**config.mk**
```make
export PLATFORM = sky130hd
export DESIGN_NAME = clkdom_wake_ctrl
export DESIGN_NICKNAME = d
export VERILOG_FILES = /design/src/rtl/clkdom_pkg.sv /design/src/rtl/clkdom_ctrl_reg.sv /design/src/rtl/clkdom_ramp.sv /design/src/rtl/clkdom_wake_ctrl.sv
export SDC_FILE = /design/constraint.sdc
export NUM_CORES = 1
export LEC_CHECK = 0
export BUFFER_PORTS_ARGS = -buffer_cell sky130_fd_sc_hd__buf_2
export CAP_MARGIN = 20
export CORE_AREA = 5 5 68 70
export DETAILED_ROUTE_END_ITERATION = 16
export DIE_AREA = 0 0 73 75
export HOLD_SLACK_MARGIN = 0.03
export PLACE_DENSITY_LB_ADDON = 0.08
export SYNTH_ARGS = -nofsm -noshare
export SYNTH_HDL_FRONTEND = slang
export SYNTH_SLANG_ARGS = --single-unit
```
**constraint.sdc**
```tcl
create_clock -name clk_i -period 2.6 [get_ports clk_i]
set_clock_uncertainty 0.2 [all_clocks]
set_input_delay 0.78 -clock clk_i [delete_from_list [all_inputs] [get_ports clk_i]]
set_output_delay 0.78 -clock clk_i [all_outputs]
set_load 0.005 [all_outputs]
```
**src/rtl/clkdom_pkg.sv**
```systemverilog
package clkdom_pkg;
  typedef enum logic [1:0] {
    TC_HOLD  = 2'd0,
    TC_SLEEP = 2'd1,
    TC_WAKE  = 2'd2,
    TC_RSVD  = 2'd3
  } tc_e;

  localparam int ACT_LSB = 4;
  localparam int MAX_CLK = 3;
endpackage

```
**src/rtl/clkdom_ctrl_reg.sv**
```systemverilog
module clkdom_ctrl_reg
  import clkdom_pkg::*;
#(
  parameter int SLEEP_LAT = 4
) (
  input  logic       clk_i,
  input  logic       rst_ni,
  input  logic       wr_en_i,
  input  logic [1:0] wr_tc_i,
  output tc_e        tc_o,
  output logic       awake_o,
  output logic       drain_done_o
);
  localparam int DRAIN_W = $clog2(SLEEP_LAT + 1);

  tc_e               tc_q;
  logic              awake_q;
  logic [DRAIN_W-1:0] drain_q;

  always_ff @(posedge clk_i or negedge rst_ni) begin
    if (!rst_ni) begin
      tc_q    <= TC_HOLD;
      awake_q <= 1'b0;
      drain_q <= '0;
    end else begin
      if (drain_q != '0) drain_q <= drain_q - 1'b1;
      if (wr_en_i && tc_e'(wr_tc_i) != TC_RSVD) begin
        tc_q <= tc_e'(wr_tc_i);
        unique case (tc_e'(wr_tc_i))
          TC_SLEEP: begin
            awake_q <= 1'b0;
            drain_q <= DRAIN_W'(SLEEP_LAT);
          end
          TC_WAKE: begin
            awake_q <= 1'b1;
            drain_q <= '0;
          end
          default: ;
        endcase
      end
    end
  end

  assign tc_o         = tc_q;
  assign awake_o      = awake_q;
  // activity clears on the edge that ends the drain window
  assign drain_done_o = !awake_q && (drain_q <= DRAIN_W'(1));
endmodule

```
**src/rtl/clkdom_ramp.sv**
```systemverilog
module clkdom_ramp #(
  parameter int RAMP  = 3,
  parameter int CNT_W = 8
) (
  input  logic clk_i,
  input  logic rst_ni,
  input  logic en_i,
  input  logic ready_i,
  input  logic drain_done_i,
  output logic act_o
);
  logic [CNT_W-1:0] cnt_q;
  logic             act_q;

  always_ff @(posedge clk_i or negedge rst_ni) begin
    if (!rst_ni) begin
      cnt_q <= '0;
      act_q <= 1'b0;
    end else if (en_i && ready_i) begin
      if (!act_q) begin
        if (cnt_q == CNT_W'(RAMP - 1)) act_q <= 1'b1;
        else                           cnt_q <= cnt_q + 1'b1;
      end
    end else if (en_i) begin
      cnt_q <= '0;
      act_q <= 1'b0;
    end else begin
      cnt_q <= '0;
      if (drain_done_i) act_q <= 1'b0;
    end
  end

  assign act_o = act_q;
endmodule

```
**src/rtl/clkdom_wake_ctrl.sv**
```systemverilog
module clkdom_wake_ctrl
  import clkdom_pkg::*;
#(
  parameter int          NUM_CLK   = 3,
  parameter int          RAMP_W    = 8,
  parameter logic [23:0] RAMP_CYC  = {8'd10, 8'd6, 8'd3},
  parameter int          SLEEP_LAT = 4
) (
  input  logic               clk_i,
  input  logic               rst_ni,
  input  logic               wr_en_i,
  input  logic [31:0]        wr_data_i,
  output logic [31:0]        rd_data_o,
  input  logic [NUM_CLK-1:0] clk_ready_i,
  output logic [NUM_CLK-1:0] clk_en_o
);
  tc_e                tc;
  logic               awake;
  logic               drain_done;
  logic [NUM_CLK-1:0] act;
  logic               wr_unused;

  assign wr_unused = ^wr_data_i[31:2];

  clkdom_ctrl_reg #(.SLEEP_LAT(SLEEP_LAT)) u_ctrl (
    .clk_i        (clk_i),
    .rst_ni       (rst_ni),
    .wr_en_i      (wr_en_i),
    .wr_tc_i      (wr_data_i[1:0]),
    .tc_o         (tc),
    .awake_o      (awake),
    .drain_done_o (drain_done)
  );

  for (genvar k = 0; k < NUM_CLK; k++) begin : g_clk
    clkdom_ramp #(
      .RAMP  (int'(RAMP_CYC[k*RAMP_W +: RAMP_W])),
      .CNT_W (RAMP_W)
    ) u_ramp (
      .clk_i        (clk_i),
      .rst_ni       (rst_ni),
      .en_i         (awake),
      .ready_i      (clk_ready_i[k]),
      .drain_done_i (drain_done),
      .act_o        (act[k])
    );
    assign clk_en_o[k] = awake;
  end

  always_comb begin
    rd_data_o      = '0;
    rd_data_o[1:0] = tc;
    for (int k = 0; k < NUM_CLK; k++) rd_data_o[ACT_LSB + k] = act[k];
  end
endmodule

```
* After elaboration in Yosys (flattened, before gate mapping) *
Cells that the tools add are included.

word-level totals
  register bits after elaboration = 33
  bits of input ports = 38
  output and inout bits = 35
  logic and storage cells = 65

operators by class
  add/subtract/negate cells = 4
  order comparisons = 1
  eq/ne operators = 12
  multiplexer cells = 24
  reduce and logical (&&, ||, !) cells = 15

operators with widths
  cell                 count
  $mux 8               9
  $add 8x1->8 const B  3
  $ne 2x2->1 const B   7
  $reduce_bool 3->1    4
  $mux 1               11
  $eq 8x2->1 const B   1
  $eq 8x3->1 const B   1
  $eq 8x4->1 const B   1
  $reduce_and 2->1     4
  $mux 3               2
  $pmux 3 s2           1
  $logic_and 1x1->1    5
  $le 3x1->1 const B   1
  $sub 3x1->3 const B  1
  $eq 2x1->1 const B   1
  $eq 2x2->1 const B   1
  $pmux 1 s2           1
  $reduce_bool 2->1    1
  $logic_not 1->1      1

* Longest topological paths before layout *
Gate-level depths: netlist of run 1.

  word-level depth = 5
  depth in mapped cells = 6
  mapped depth without buffers = 6

* By module *
From an unflattened synthesis of run 1, not the netlist that was laid out.

unflattened totals
  cells, all modules = 212
  area total of the unflattened synthesis = 2102.0 sq um

by module, submodules not included
  module                         times used  cells each  area each (sq um)  sequential area each (sq um)
  clkdom_ramp (g_clk[1].u_ramp)  1           51          515.5              225.2
  clkdom_ramp (g_clk[2].u_ramp)  1           50          504.2              225.2
  clkdom_ramp (g_clk[0].u_ramp)  1           49          488.0              225.2
  clkdom_ctrl_reg                1           31          365.4              150.1
  clkdom_wake_ctrl               1           31          229.0              0.0

* Worst setup path before layout of run 1 *
No wires, ideal clock.

  path kind = input port to flip-flop
  from = in wr_data_i[0]
  to = reg u_ctrl.awake_q, in the netlist u_ctrl.awake_o
  setup time = 125 ps
  data arrival time = 1674 ps
  data required time = 2275 ps
  slack = 602 ps
  stages on the path = 4
  path through = ha_1 nand2b_1 nor2_1 mux2_2

on the way
  word-level cells in the longest chain between the ends = 3
  elaborated cells between the ends (all ways) = 7
  those cells by class = 3 x eq/ne; 1 x mux; 3 x reduce/logical

ends and longest elaborated chain
  item                                                                     line                    RTL
  start: declaration                                                       clkdom_wake_ctrl.sv:12  input logic [31:0] wr_data_i,
  $eq 2x1->1 (tied with other cells)                                       clkdom_ctrl_reg.sv:29   unique case (tc_e'(wr_tc_i))
  $reduce_bool 2->1 (no source line) or $logic_and 1x1->1 (tied branches)  -
  $reduce_and 2->1 (no source line)                                        -
  end signal: assignment                                                   clkdom_ctrl_reg.sv:23   awake_q <= 1'b0;
  end signal: assignment                                                   clkdom_ctrl_reg.sv:31   awake_q <= 1'b0;
  end signal: assignment                                                   clkdom_ctrl_reg.sv:35   awake_q <= 1'b1;
  end: declaration                                                         clkdom_ctrl_reg.sv:17   logic awake_q;

Parallel ways exist; a longest one is shown, timed or not.
A chain may end at the register's enable or synchronous reset.

* Worst setup path after layout of run 1 *
  from = reg g_clk[0].u_ramp.cnt_q[0]
  to = reg g_clk[0].u_ramp.cnt_q[1]

on the way
  word-level cells in the longest chain between the ends = 4
  elaborated cells between the ends (all ways) = 7
  those cells by class = 1 x add/sub; 2 x eq/ne; 3 x mux; 1 x reduce/logical

ends and longest elaborated chain
  item                      line               RTL
  start: declaration        clkdom_ramp.sv:12  logic [CNT_W-1:0] cnt_q;
  start signal: assignment  clkdom_ramp.sv:22  else cnt_q <= cnt_q + 1'b1;
  $add 8x1->8               clkdom_ramp.sv:22
  $mux 8                    clkdom_ramp.sv:21  if (cnt_q == CNT_W'(RAMP - 1)) act_q <= 1'b1;
  $mux 8                    clkdom_ramp.sv:20  if (!act_q) begin
  $mux 8                    clkdom_ramp.sv:19  end else if (en_i && ready_i) begin

Parallel ways exist; a longest one is shown, timed or not. The select of a mux whose other input is x is not followed.

==> results of run 1 <==
## routing by layer
metal  global-route usage  vias to the layer above  part of all wire  wire, µm
met5                    0                        -                 0         0
met3              0.04673                        6             0.041       149
met4              0.05943                        0             0.014        52
met1               0.1620                      685              0.42      1513
li1                     -                      711                 -         -
met2               0.2582                       26              0.52      1882
## how the worst min path moves through the flow
stage               slack, ns        endpoint  cells after the start           start
floorplan                0.27  u_ctrl.tc_o[0]                      2  u_ctrl.tc_o[0]
global placement         0.26  u_ctrl.tc_o[0]                      2  u_ctrl.tc_o[0]
detailed placement       0.29  u_ctrl.tc_o[0]                      2  u_ctrl.tc_o[0]
CTS                      0.30  u_ctrl.tc_o[0]                      2  u_ctrl.tc_o[0]
global route             0.32  u_ctrl.tc_o[0]                      2  u_ctrl.tc_o[0]
finish                   0.30  u_ctrl.tc_o[0]                      2  u_ctrl.tc_o[0]
## sequential cells by signal (all words and copies together) (netlist names)
register	count
g_clk.u_ramp.cnt_q	24
g_clk.u_ramp.act_o	3
u_ctrl.tc_o	2
u_ctrl.awake_o	1
u_ctrl.drain_q	3
## cell usage in the layout, fill, tap and decap left out, drive strengths merged, types with 3 or more instances in the layout
cell,count
mux2i,5
o21ai,8
buf,15
ha,13
nand2,21
nor2,10
nand3,3
nand4b,6
conb,27
dfrtp,33
a21oi,16
a21o,4
xor2,6
and2,3
inv,9
mux2,3
nand2b,9
clkbuf,7
or3,5
a31oi,4
a211o,3
## logic make-up after synthesis
| kind of cell | Yosys count |
|---|---|
| buffers and inverters | 43 |
| muxes | 8 |
| AOI/OAI and AO/OA | 40 |
| xor gates and xnor gates | 6 |
| DFF | 33 |
| adders and majority gates | 13 |
| other | 1 |
| and+or+nand+nor | 70 |
## where the power goes
part	switching (mW)	total [mW]	internal (mW)
logic	0.131	0.219	0.0882
registers	0.0370	0.582	0.545
clock network	0.187	0.426	0.239
## area by class of cell
class | instances | share of cell area
clock buffer | 7 | 0.04479
clock inverter | 1 | 0.002327
inverter | 9 | 0.01571
multi-input combinational | 164 | 0.4892
sequential | 33 | 0.3839
tap | 50 | 0.02909
timing repair buffer | 15 | 0.03490
## metrics by stage
stage                     utilization  setup WS [ns]  total power [mW]
final                          0.5496         0.6168             1.228
after global routing           0.5496         0.4121             1.311
after CTS                      0.5496         0.5806             1.248
after detailed placement       0.5237         0.3334            0.8131
after global placement         0.5237         0.3824            0.7927
after floorplan                     -         0.6016            0.7766
## critical path, delay by kind of cell, from the launching register on
kind,cells,cell delay (ns)
muxes,1,0.33
DFF,1,0.44
buffers and inverters,1,0.10
adders and majority gates,1,0.14
and+or+nand+nor,1,0.44
AOI/OAI and AO/OA,1,0.23
==> results.py, run 1 <==
metrics = {
    "detailed_routing": {
        "routedWlPerCell_um": 12.89,
        "route.detailed.drc": 0,
        "first_pass_iters": 4,
        "drtIter0Drc": 73,
        "via_per_inst": 5.118,
        "finalWirelength_mm": 3.596,
        "ant_nets": 0,
        "vias": 1428,
    },
    "clock_tree": {
        "cts-buffers-inserted": 5,
        "clk_pin_slew_ns": 0.07,
        "cts_sinks": 33,
        "htree_num_levels": 2,
        "cts.repair.resized": 0,
        "root_buffer": "clkbuf_8",
        "clock_latency_ns": 0.29,
        "cts_hold_buffers": 0,
        "cts_tree": "yes",
        "cts_buffer_depth": 2,
        "post_cts_buffers": 0,
    },
    "synthesis": {
        "synth_top_family_by_area": "simple AND/OR/NAND/NOR gates",
        "async_flop_share": 1.000,
        "synth_top_area_cell": "dfrtp_1",
        "synthAdderAreaFrac": 0.07874,
        "ys_warn_count": 0,
        "seq_area_frac_synth": 0.3998,
        "synth_cell_types": 37,
        "synth.avg_cell_area_um2": 9.653,
        "synth_commonest_cells": "buf_4 (33), dfrtp_1 (33), nand2_1 (21), a21oi_1 (16), ha_1 (13)",
        "synth_edf_count": 0,
        "synthesis.area_um2": 2066,
        "syn-instance-count": 214,
        "yosys.area.top_type_share": 0.3998,
        "synth_ff_type": "dfrtp_1",
        "yosys.area_share.simple": 0.1993,
        "synth_compound_area_frac": 0.1163,
        "ys_ff_latch": 33,
        "synth-xor-area-share": 0.02544,
        "synthMuxAreaShare": 0.04058,
        "ys_top_cells_by_area": "dfrtp_1 (40%), buf_4 (12%), ha_1 (7.9%), a21oi_1 (3.9%), nand2_1 (3.8%)",
    },
    "setup_path": {
        "crit_end": "g_clk[0].u_ramp.cnt_q[1]",
        "arrival_ns": 1.96,
        "ff2ff_path_depth": 5,
        "timing.rr.end": "g_clk[0].u_ramp.cnt_q[1]",
        "max_stage_delay_ns": 0.44,
        "cpMaxStageDelayCell": "dfrtp_1",
        "critical_path_class": "flip-flop to flip-flop",
        "path_cells": "inv_1 -> ha_1 -> nor4b_1 -> a21o_2 -> mux2_2",
        "path_max_fanout": 4,
        "crit_path_start_kind": "flip-flop",
        "crit_required_ns": 2.57,
        "worstSetupStartpoint": "g_clk[0].u_ramp.cnt_q[0]",
        "endpoint_kind": "flip-flop",
        "reg2reg_from": "g_clk[0].u_ramp.cnt_q[0]",
        "reg2reg_slack_ns": 0.62,
    },
    "timing": {
        "setup_viol_count_final": 0,
        "layout_min_cycle_time_ns": 1.983,
        "maxSlewHeadroom": 0.5069,
        "fmax_mhz": 504.2,
        "hold_ws_ns": 0.3006,
        "slew_violations": 0,
        "grt_setup_unrepaired": "no",
        "hold_viol_final": 0,
        "fin_tns_setup_ns": 0,
        "period_share": 0.7628,
        "tightest_slew_ns": 0.7396,
    },
    "cells_and_area": {
        "syn_to_final_growth_pct": 4.119,
        "fill_cells": 376,
        "nNetsFinal": 279,
        "antennaDiodeCount": 0,
        "regArea_um2": 825.8,
        "layout.cells.non_filler": 279,
        "post-route-cell-area_um2": 2151,
        "multi_input_area_um2": 1052,
        "layout-drive-gt1-share": 0.1354,
    },
    "place": {
        "placedCellCount": 271,
        "gp_congestion": 0.8476,
        "port-buffer-count": 15,
        "post-dp-hpwl_mm": 2.731,
        "postPlaceCellArea_um2": 2049,
    },
    "grt": {
        "antenna_found_initial": 0,
        "first_global_vias": 1430,
        "gr-total-overflow": 0,
        "grt_max_degree": 34,
        "grt.total_usage": 0.1459,
        "grt_pass1_wl_mm": 6.154,
    },
    "floorplanning": {
        "die_area_um2": 5475,
        "rows": 23,
        "die_h_um": 75,
        "pin_count": 73,
        "core_um2": 3914,
        "start_util": 0.5278,
        "die_width_um": 73,
    },
    "hold_path": {
        "hp-class": "flip-flop to flip-flop",
    },
    "power": {
        "power.density_nw_per_um2": 570.7,
        "p_leak_nw": 1.062,
        "ir_worst_vdd_uv": 334.0,
    },
    "status": {
        "status": "finished clean",
    },
    "flow_run": {
        "cap_violations": 0,
    },
}
Power figures use the tool's default switching activity.
==> run 2: changes to the inputs <==
--- a/config.mk
+++ b/config.mk
@@ -7,9 +7,9 @@
 export LEC_CHECK = 0
 export BUFFER_PORTS_ARGS = -buffer_cell sky130_fd_sc_hd__buf_2
 export CAP_MARGIN = 20
-export CORE_AREA = 5 5 68 70
+export CORE_AREA = 5 5 71 73
 export DETAILED_ROUTE_END_ITERATION = 16
-export DIE_AREA = 0 0 73 75
+export DIE_AREA = 0 0 76 78
 export HOLD_SLACK_MARGIN = 0.03
 export PLACE_DENSITY_LB_ADDON = 0.08
 export SYNTH_ARGS = -nofsm -noshare
==> constraint.sdc (replaced) <==
create_clock -name clk_i -period 1.85 [get_ports clk_i]
set_clock_uncertainty 0.2 [all_clocks]
set_input_delay 0.555 -clock clk_i [delete_from_list [all_inputs] [get_ports clk_i]]
set_output_delay 0.555 -clock clk_i [all_outputs]
set_load 0.005 [all_outputs]
==> run 2 against run 1 <==
Against the previous run:
- first-iteration DRC count increased by 21%
- clock-buffer cell count increased by 1
- sequential share of layout area decreased by 1.6 points
- sequential power increased by 40%
- clock power increased by 21%
- power increased by 35%
- non-clock buffer count increased by 11
- combinational power increased by 49%
- critical path depth decreased by 4
- critical endpoint is now clk_en_o[1]
- largest power group unchanged
==> results.py, run 2 (synthesis results as in run 1) <==
metrics = {
    "cells_and_area": {
        "fill_cells": 404,
        "layout-drive-gt1-share": 0.1625,
        "antennaDiodeCount": 0,
        "post-route-cell-area_um2": 2245,
        "layout_common_cells": "dfrtp_1 (33), conb_1 (27), nand2_1 (21)",
        "layout.cells.non_filler": 292,
        "syn_to_final_growth_pct": 8.661,
        "top_register": "g_clk.u_ramp.cnt_q",
        "nNetsFinal": 290,
        "final_util": 0.5227,
        "final_common_cell": "dfrtp_1",
        "largest_reg_flops": 24,
    },
    "detailed_routing": {
        "drtIter0Drc": 88,
        "finalWirelength_mm": 3.776,
        "first_pass_iters": 4,
        "ant_nets": 0,
        "routedWlPerCell_um": 12.93,
        "vias": 1509,
        "via_per_inst": 5.168,
        "route.detailed.drc": 0,
    },
    "setup_path": {
        "path_buf_inv": 1,
        "crit_path_start_kind": "flip-flop",
        "cpMaxStageDelayCell": "dfrtp_1",
        "critical-path-top-delay-family": "flip-flops",
        "max_stage_delay_ns": 0.54,
        "critical_path_class": "flip-flop to output port",
        "path_cells": "buf_2",
        "crit_required_ns": 1.09,
        "reg2reg_from": "g_clk[0].u_ramp.cnt_q[0]",
        "arrival_ns": 1.01,
        "endpoint_kind": "output port",
        "worstSetupStartpoint": "u_ctrl.awake_o",
        "path_max_fanout": 12,
    },
    "timing": {
        "fmax_mhz": 566.7,
        "hold_viol_final": 0,
        "fin_tns_setup_ns": 0,
        "layout_min_cycle_time_ns": 1.765,
        "period_share": 0.9539,
        "grt_setup_unrepaired": "no",
        "postLayoutSetupSlackWorst_ns": 0.08531,
        "hold_ws_ns": 0.2709,
        "slew_violations": 0,
        "setup_viol_count_final": 0,
    },
    "grt": {
        "gr-total-overflow": 0,
        "first_global_vias": 1523,
        "top_usage_layer": "met2",
        "grt_max_degree": 23,
        "grt.total_usage": 0.1329,
        "antenna_found_initial": 0,
        "met3_usage": 0.02778,
        "grt_pass1_wl_mm": 6.624,
        "use_met2": 0.2320,
        "met1_usage": 0.1560,
    },
    "place": {
        "postPlaceCellArea_um2": 2140,
        "gp_congestion": 0.7647,
        "placedCellCount": 283,
        "post-dp-hpwl_mm": 2.896,
        "post-place-ws_ns": -0.05219,
        "port-buffer-count": 15,
    },
    "power": {
        "power.density_nw_per_um2": 736.6,
        "p_leak_nw": 1.111,
        "ir_worst_vdd_uv": 340.1,
        "total_power_mw": 1.653,
    },
    "clock_tree": {
        "cts-buffers-inserted": 5,
        "clock_latency_ns": 0.28,
        "clk_pin_slew_ns": 0.06,
        "root_buffer": "clkbuf_8",
        "post_cts_buffers": 0,
        "cts_tree": "yes",
        "htree_num_levels": 2,
        "cts_sinks": 33,
        "cts_buffer_depth": 2,
    },
    "floorplanning": {
        "core_um2": 4294,
        "die_area_um2": 5928,
        "die_width_um": 76,
        "start_util": 0.4811,
        "pin_count": 73,
        "rows": 24,
        "die_h_um": 78,
    },
    "flow_run": {
        "cap_violations": 0,
    },
    "hold_path": {
        "min_from": "u_ctrl.tc_o[0]",
        "hp-class": "flip-flop to flip-flop",
    },
    "status": {
        "status": "finished clean",
    },
}
-- run 2: timing repair --
action | in CTS | in global routing
endpoints found under the hold margin | 11 | 0
hold buffers | 1 | 0
gates resized for setup | 0 | 2
endpoints found under the setup margin | 0 | 3
-- run 2: report_power, final --
part	leakage (nW)	internal [mW]	switching, mW
logic	0.620	0.141	0.185
clock network	0.0395	0.267	0.247
registers	0.451	0.766	0.0476
total	1.11	1.17	0.479
-- run 2: final cells by class --
class | count | area [µm²] | share of cell area
Tap cell | 52 | 65.06 | 0.02899
Timing Repair Buffer | 26 | 172.7 | 0.07692
Clock buffer | 8 | 80.08 | 0.03567
Inverter | 9 | 33.78 | 0.01505
Sequential cell | 33 | 825.8 | 0.3679
Multi-Input combinational cell | 164 | 1067 | 0.4755
-- run 2: tightest hold or removal path, delay by kind of cell (launching register included) --
family	cells	cell delay, ns
flops	1	0.34
compound gates	1	0.06
simple gates	1	0.04
-- run 2: final timing paths --
path                                            end  slack [ns]  cells after the start
setup / recovery                        clk_en_o[1]        0.09                      1
hold / removal                       u_ctrl.tc_o[0]        0.27                      2
setup reg to reg           g_clk[0].u_ramp.cnt_q[1]        0.19                      5
hold reg to reg                      u_ctrl.tc_o[0]        0.27                      2
max in group asynchronous  g_clk[0].u_ramp.cnt_q[4]        0.52                      3
min in group asynchronous  g_clk[0].u_ramp.cnt_q[7]        0.51                      2
-- run 2: per-layer routing --
layer	up-vias	part of all wire
li1	729	-
met1	729	0.41
met2	42	0.52
met3	9	0.053
met4	0	0.023
met5	-	0
